<file path="config.mk">
export PLATFORM = sky130hd
export DESIGN_NAME = spi_regfile
export DESIGN_NICKNAME = d
export VERILOG_FILES = /design/src/rtl/spi_regfile.sv
export SDC_FILE = /design/constraint.sdc
export NUM_CORES = 1
export LEC_CHECK = 0
export BUFFER_PORTS_ARGS = -buffer_cell sky130_fd_sc_hd__buf_2
export CAP_MARGIN = 40
export CORE_UTILIZATION = 41
export DETAILED_ROUTE_END_ITERATION = 10
export PLACE_DENSITY_LB_ADDON = 0.25
export REMOVE_ABC_BUFFERS = 1
export SETUP_SLACK_MARGIN = 0.3
export SLEW_MARGIN = 20
export SYNTH_ARGS = -nofsm -noshare
export SYNTH_HDL_FRONTEND = slang
export SYNTH_SLANG_ARGS = --single-unit
</file>
<file path="constraint.sdc">
create_clock -name clk -period 3.4 [get_ports clk]
set_input_delay 0.68 -clock clk [delete_from_list [all_inputs] [get_ports clk]]
set_output_delay 0.68 -clock clk [all_outputs]
set_load 0.1 [all_outputs]
</file>
<file path="src/rtl/spi_regfile.sv">
module spi_regfile #(
  parameter int              AW        = 6,
  parameter logic [7:0]      ID_VALUE  = 8'hA5,
  parameter logic [AW-1:0]   WAKE_ADDR = AW'(29)
) (
  input  logic                     clk,
  input  logic                     rst_n,
  input  logic                     sck,
  input  logic                     mosi,
  input  logic                     ss_n,
  output logic                     miso,
  input  logic                     wake_evt,
  output logic [(1<<AW)*(AW+2)-1:0] regs_o
);
  localparam int CW   = AW + 2;
  localparam int DW   = CW;
  localparam int NREG = 1 << AW;
  localparam int BW   = $clog2(CW);
  localparam logic [AW-1:0] ID_ADDR = '0;

  logic [2:0]     sck_s;
  logic [1:0]     mosi_s;
  logic [1:0]     ss_s;
  logic           sel, sck_rise, sck_fall, byte_done;
  logic [CW-1:0]  rx_sh;
  logic [CW-1:0]  rx_byte;
  logic [BW-1:0]  bit_cnt;
  logic           in_data, dir_wr, inc;
  logic [AW-1:0]  addr, load_addr;
  logic [DW-1:0]  tx_sh;
  logic           pend;
  logic           load_rd, wr_en;
  logic [DW-1:0]  mem [NREG];

  always_ff @(posedge clk or negedge rst_n)
    if (!rst_n) begin
      sck_s  <= '0;
      mosi_s <= '0;
      ss_s   <= '1;
    end else begin
      sck_s  <= {sck_s[1:0], sck};
      mosi_s <= {mosi_s[0], mosi};
      ss_s   <= {ss_s[0], ss_n};
    end

  assign sel       = ~ss_s[1];
  assign sck_rise  = sel & sck_s[1] & ~sck_s[2];
  assign sck_fall  = sel & ~sck_s[1] & sck_s[2];
  assign byte_done = sck_rise & (bit_cnt == BW'(CW-1));
  assign rx_byte   = {rx_sh[CW-2:0], mosi_s[1]};

  function automatic logic is_ro(input logic [AW-1:0] a);
    return (a == ID_ADDR) || (a == WAKE_ADDR);
  endfunction

  function automatic logic [DW-1:0] rd_val(input logic [AW-1:0] a);
    if (a == ID_ADDR)        return ID_VALUE;
    else if (a == WAKE_ADDR) return {{(DW-1){1'b0}}, pend};
    else                     return mem[a];
  endfunction

  assign load_addr = in_data ? addr + AW'(inc) : rx_byte[AW-1:0];
  assign load_rd   = byte_done & (in_data ? ~dir_wr : ~rx_byte[CW-1]);
  assign wr_en     = byte_done & in_data & dir_wr & ~is_ro(addr);

  always_ff @(posedge clk or negedge rst_n)
    if (!rst_n) begin
      rx_sh   <= '0;
      bit_cnt <= '0;
      in_data <= 1'b0;
      dir_wr  <= 1'b0;
      inc     <= 1'b0;
      addr    <= '0;
    end else if (!sel) begin
      bit_cnt <= '0;
      in_data <= 1'b0;
    end else if (sck_rise) begin
      rx_sh   <= rx_byte;
      bit_cnt <= bit_cnt + 1'b1;
      if (byte_done) begin
        if (!in_data) begin
          in_data <= 1'b1;
          dir_wr  <= rx_byte[CW-1];
          inc     <= rx_byte[CW-2];
          addr    <= rx_byte[AW-1:0];
        end else begin
          addr    <= addr + AW'(inc);
        end
      end
    end

  always_ff @(posedge clk or negedge rst_n)
    if (!rst_n)                          tx_sh <= '0;
    else if (!sel)                       tx_sh <= '0;
    else if (load_rd)                    tx_sh <= rd_val(load_addr);
    else if (sck_fall && bit_cnt != '0)  tx_sh <= {tx_sh[DW-2:0], 1'b0};

  assign miso = tx_sh[DW-1];

  always_ff @(posedge clk or negedge rst_n)
    if (!rst_n)                                  pend <= 1'b0;
    else if (wake_evt)                           pend <= 1'b1;
    else if (load_rd && load_addr == WAKE_ADDR)  pend <= 1'b0;

  always_ff @(posedge clk or negedge rst_n)
    if (!rst_n) begin
      for (int i = 0; i < NREG; i++) mem[i] <= '0;
    end else if (wr_en) begin
      mem[addr] <= rx_byte;
    end

  for (genvar g = 0; g < NREG; g++) begin : g_out
    assign regs_o[g*DW +: DW] = rd_val(AW'(g));
  end
endmodule

</file>
Yosys cells after proc, flatten, opt, wreduce, memory -nomap -nowiden
Index checks and enable logic that the tools add are counted.
Word-level totals
  register bits: 547
  word-level logic and storage cells: 136
  output and inout bits: 513
Cells by class
  $add $sub $neg: 2
  reductions and logical operators: 15
  order comparisons: 3
  bitwise operators: 18
  mux-type cells: 20
  equality and inequality tests: 3
Operator list (number)
  512-bit bitwise mux: 1
  8-bit 2-to-1 mux: 8
  8-bit binary-select mux with 6-bit select: 1
  8-bit demux with 6-bit select: 1
  7-bit greater-or-equal comparator (second input constant): 2
  6-bit NOT with 7-bit output: 2
  6-bit by 5-bit == test with 1-bit output (second input constant): 2
  6-bit logical NOT: 2
  1-bit AND: 9
  7-bit by 1-bit < comparator with 1-bit output (second input constant): 1
  1-bit NOT: 7
  6-bit by 1-bit adder with 6-bit output: 1
  1-bit 2-to-1 mux: 6
  3-bit 2-to-1 mux: 2
  6-bit 2-to-1 mux: 1
  2-bit nonzero test: 3
  3-bit nonzero test: 2
  2-bit AND reduction: 2
  4-bit AND reduction: 1
  3-bit by 1-bit adder with 3-bit output (second input constant): 1
  3-bit == test (second input constant): 1
  1-bit logical AND: 3
  3-bit AND reduction: 1
  1-bit logical OR: 1

Longest topological paths before layout
  depth in word-level cells: 10
  gate-level depth with buffers: 13

Worst setup path before layout
Ideal clock, no wire load.
  kind: register to register
  start point: reg addr[0]
  end point: reg tx_sh[3]
  arrival: 2.500 ns
  stages on the path, launching flop included: 12
  clock period less this slack: 2.620 ns
  path buffers: 3
  path slack: 0.780 ns
  required time: 3.280 ns
  cells stage by stage: dfrtp_1 > ha_1 > ha_1 > clkbuf_1 > nand2_1 > o2bb2ai_1 > buf_2 > buf_2 > nand3_1 > nand4_1 > a31oi_1 > a31o_2
Between the ends
  longest elaborated chain between the ends: 10
Ends and longest elaborated chain
  start, declared: line 29  | logic [AW-1:0] addr, load_addr;
  start signal, assigned: line 85  | addr <= rx_byte[AW-1:0];
  start signal, assigned: line 87  | addr <= addr + AW'(inc);
  6-bit by 1-bit adder with 6-bit output (*): line 62  | assign load_addr = in_data ? addr + AW'(inc) : rx_byte[AW-1:0];
  6-bit 2-to-1 mux (*): line 62
  6-bit NOT with 7-bit output (implied by the code): line 59  | else return mem[a];
  8-bit binary-select mux with 6-bit select: line 59
  8-bit 2-to-1 mux (implied by the code) (2 in a row): line 59
  8-bit 2-to-1 mux: line 58  | else if (a == WAKE_ADDR) return {{(DW-1){1'b0}}, pend};
  8-bit 2-to-1 mux (*): line 57  | if (a == ID_ADDR) return ID_VALUE;
  8-bit 2-to-1 mux (*): line 95  | else if (load_rd) tx_sh <= rd_val(load_addr);
  8-bit 2-to-1 mux (*): line 94  | else if (!sel) tx_sh <= '0;
  end signal, assigned: line 95
  end signal, assigned: line 96  | else if (sck_fall && bit_cnt != '0) tx_sh <= {tx_sh[DW-2:0], 1'b0};
  end, declared: line 30  | logic [DW-1:0] tx_sh;
Mark *: on every way between the ends. The rest lies on a longest branch, timed or not. The select of a mux whose other input is x is not followed.
A chain may end at the register's enable or synchronous reset.

Worst setup path in the final report
  start point: reg addr[2]
  end point: reg mem, in the netlist regs_o[362]
Between the ends
  longest elaborated chain between the ends: 6
Ends and longest elaborated chain
  6-bit NOT with 7-bit output (implied by the code): line 109  | mem[addr] <= rx_byte;
  7-bit greater-or-equal comparator (implied by the code) or 7-bit by 1-bit < comparator with 1-bit output (tied branches): line 109
  1-bit logical AND (implied by the code): line 109
  8-bit 2-to-1 mux (implied by the code): line 109
  8-bit demux with 6-bit select: line 109
  512-bit bitwise mux: line 109
  end signal, assigned by index: line 109
  end, declared: line 33  | logic [DW-1:0] mem [NREG];
Several ways; a longest one is shown, not always the timed one.

==> metrics.yaml <==
status: "complete, no violations"
stdcell_area_um2: 32100
final_antenna_net_count: 0
cts_buffers: 61
syn_inst: 2743
power_frac_clock_pct: 40.3
cts_hold_buf: 0
max-cap-violations: 0
gp_congestion: 0.946
p_per_area_nw_per_um2: 542
nNetsFinal: 2740
vias: 20907
h-tree-depth: 2
start_util_pct: 41.4
rsz0062_at_grt: "yes"
internal-power_uw: 11700
cp_slowest_cell: "nor2_2"
yosysWarnings: 0
path_clk_slew_ns: 0.06
min_period_ns: 3.12
p_sw_share_pct: 32.7
drive_gt1_share_pct: 47.2
worst_pin_slew_ns: 0.892
clock_latency_ns: 0.63
die_x_um: 271
grt-ovfl-total: 0
hold_class: "input port to asynchronous set/reset pin"
slew_headroom_pct: 40.3
coreArea_um2: 71500
first_pass_iters: 6
synth-main-ff-cell: "dfrtp_1"
synthToLayoutAreaGrowth_pct: 8.55
cp.arrival_ns: 3.62
place_area_um2: 29800
synth_area_um2: 29600
antenna_found_initial: 4
synth_area_leader_cell: "dfrtp_1"
routedWlPerCell_um: 28.1
cts_buffer_depth: 3
antennaDiodeCount: 0
ys_seq_area_share_pct: 46.1
ys_ff_latch: 545
cp.required_ns: 3.89
grt_pass1_vias: 20901
leakage_uw: 0.0166
synthTopCellsByArea: "dfrtp_1 46%, mux2_2 19%, buf_4 13%"
track_usage_pct: 28.0
crit_type: "flop to flop"
grt_max_degree: 89
p_switching_uw: 5690
r2r_cells: 8
setup_violations: 0
clock_sinks: 545
combPwrFrac_pct: 21.5
dieArea_um2: 73300
slowest_delay_ns: 0.69
r2r-start: "addr[2]$_DFFE_PN0P_"
multi_input_area_um2: 11400
fmax_ghz: 0.320
ff_latch_area_um2: 13700
crit_chain: "buf_4 > nand3b_1 > o21ai_0 > nor3_1 > buf_4 > nand3b_1 > nor2_2 > mux2_2"
clock-root-buffer: "clkbuf_16"
dr.first_iter.drc_count: 2062
tritoncts: "yes"
hpwl_um: 72700
cp-start-kind: "flop"
routed_wl_um: 105000
rrSetupSlack_ns: 0.28
slew_violations: 0
min_period_over_period_pct: 91.9
finClkSkew_ns: 0.0271
path_max_fanout: 16
ir_worst_vdd_mv: 0.462
grt_first_pass_wirelength_um: 150000
fp-row-count: 98
vias_per_cell: 5.61
regToRegEndpoint: "regs_o[362]$_DFFE_PN0P_"
power_frac_seq_pct: 38.2
final-hold-violation-count: 0
io_pins: 519
synth.distinct_cells: 68
fill_cells: 6691
synth_area_per_cell_um2: 10.8
die_h_um: 271
route.detailed.drc: 0
final_core_util_pct: 44.9
synth-edff-count: 0
critPathTopFamily: "simple AND/OR/NAND/NOR gates"
synthArstFlopShare_pct: 100
endpoint_kind: "flop"
synth_top_cell_area_share_pct: 45.9
numPortBuffers: 503
critPathBufInv: 2
state kept, by name, indices dropped and copies added, names as in the netlist:
| signal | cells |
|---|---|
| tx_sh | 8 |
| rx_sh | 7 |
| bit_cnt | 3 |
| in_data | 1 |
| inc | 1 |
| ss_s | 2 |
| regs_o | 496 |
| addr | 6 |
| mosi_s | 2 |
| mem | 14 |
| sck_s | 3 |
| dir_wr | 1 |
| pend | 1 |
cell usage in the layout (no fill, tap or decap), types with 27 or more instances in the layout:
cell | netlist | layout
a32oi_1 | 49 | 49
nand3_1 | 128 | 128
dfrtp_1 | 543 | 534
nand2_1 | 403 | 402
mux2i_1 | 77 | 77
nor2_2 | 28 | 29
buf_12 | 0 | 27
clkbuf_16 | 0 | 63
nand4_1 | 34 | 34
mux2_2 | 506 | 505
buf_4 | 525 | 71
buf_2 | 35 | 502
nand2_2 | 35 | 35
cell families (layout without fill, tap and decap cells):
logic type               Yosys count  after routing  synth area share, %
AO/OA/AOI/OAI                    184            184                 4.64
XOR/XNOR                           3              3               0.0888
adder cells (fa/ha/maj)            5              5                0.211
buffers and inverters            706            726                 15.9
flip-flops                       545            545                 46.1
multiplexers                     584            585                 21.9
other                              2             15               0.0254
AND/OR/NAND/NOR                  714            714                 11.1
synthesized netlist by cell type, types with 3 or more instances:
cell type  instances
nand3b_1           4
buf_2             35
o21ai_0           23
and2_1             5
a31o_2             3
nand3_1          128
o2111ai_1          3
buf_6              6
nor2b_1            4
inv_1             12
a22o_1             6
nand2b_1           8
mux2_2           506
nand2_1          403
and3_1            14
o211ai_1           8
dfrtp_1          543
a31oi_1           15
a311oi_1          12
nor3_1             9
a21oi_1           26
buf_4            525
ha_1               5
a211oi_1           3
nand2_2           35
a21boi_0           7
a22oi_1            3
buf_1              9
nor2_2            28
a32oi_1           49
clkbuf_1         119
mux2i_1           77
a221oi_1           8
nand4_1           34
nor2_1            23
nor3b_1            3
area by class of cell:
type	instances	area share, %
Multi-Input combinational cell	1506	35.6
Tap cell	950	3.70
Clock inverter	22	0.958
Inverter	12	0.140
Sequential cell	545	42.5
Timing Repair Buffer	603	11.4
Clock buffer	89	5.71
power by group through the flow:
| stage | clock (µW) | combinational [µW] | sequential (µW) |
|---|---|---|---|
| 2_1_floorplan | 0 | 1230 | 6970 |
| 3_3_place_gp | 0 | 3580 | 6760 |
| 3_5_place_dp | 0 | 3610 | 6770 |
| 4_1_cts | 7150 | 3660 | 6650 |
| 5_1_grt | 7410 | 3890 | 6650 |
| 6_report | 7030 | 3740 | 6650 |
metrics by stage:
stage | setup slack [ns] | power [µW] | TNS, ns | std cells | hold slack, ns
after detailed placement | 0.0958 | 10400 | 0 | 3607 | 0.339
after CTS | 0.303 | 17500 | 0 | 3726 | 0.0868
after floorplan | -1.85 | 8200 | -40.15 | 2062 | 0.331
after global placement | 0.152 | 10300 | 0 | 3605 | 0.335
final | 0.276 | 17400 | 0 | 3727 | 0.0790
after global routing | 0.165 | 18000 | 0 | 3727 | 0.104
metal layers:
metal,track usage [%],up-vias,wire length (µm)
li1,-,8919,-
met1,35.9,10850,42400
met2,46.3,926,50700
met3,5.33,208,7010
met4,11.3,4,4540
met5,0,-,27
how the worst max path moves through the flow:
stage / start / to / slack, ns / cells after the start
global placement: inc$_DFFE_PN0P_ / tx_sh[2]$_DFFE_PN0P_ / 0.15 / 9
CTS: addr[0]$_DFFE_PN0P_ / tx_sh[6]$_DFFE_PN0P_ / 0.30 / 11
global route: bit_cnt[0]$_DFFE_PN0P_ / regs_o[331]$_DFFE_PN0P_ / 0.17 / 8
floorplan: mosi_s[1]$_DFF_PN0_ / tx_sh[3]$_DFFE_PN0P_ / -1.85 / 5
detailed placement: inc$_DFFE_PN0P_ / tx_sh[2]$_DFFE_PN0P_ / 0.1 / 9
finish: addr[2]$_DFFE_PN0P_ / regs_o[362]$_DFFE_PN0P_ / 0.28 / 8
what timing repair did:
item                                    4_1_cts  5_1_grt
resized for setup                             3       10
endpoints found under the setup margin        6       68
setup buffers                                 5        0
cloned                                        3        0
Note: power is estimated with default switching activity, not from simulation.
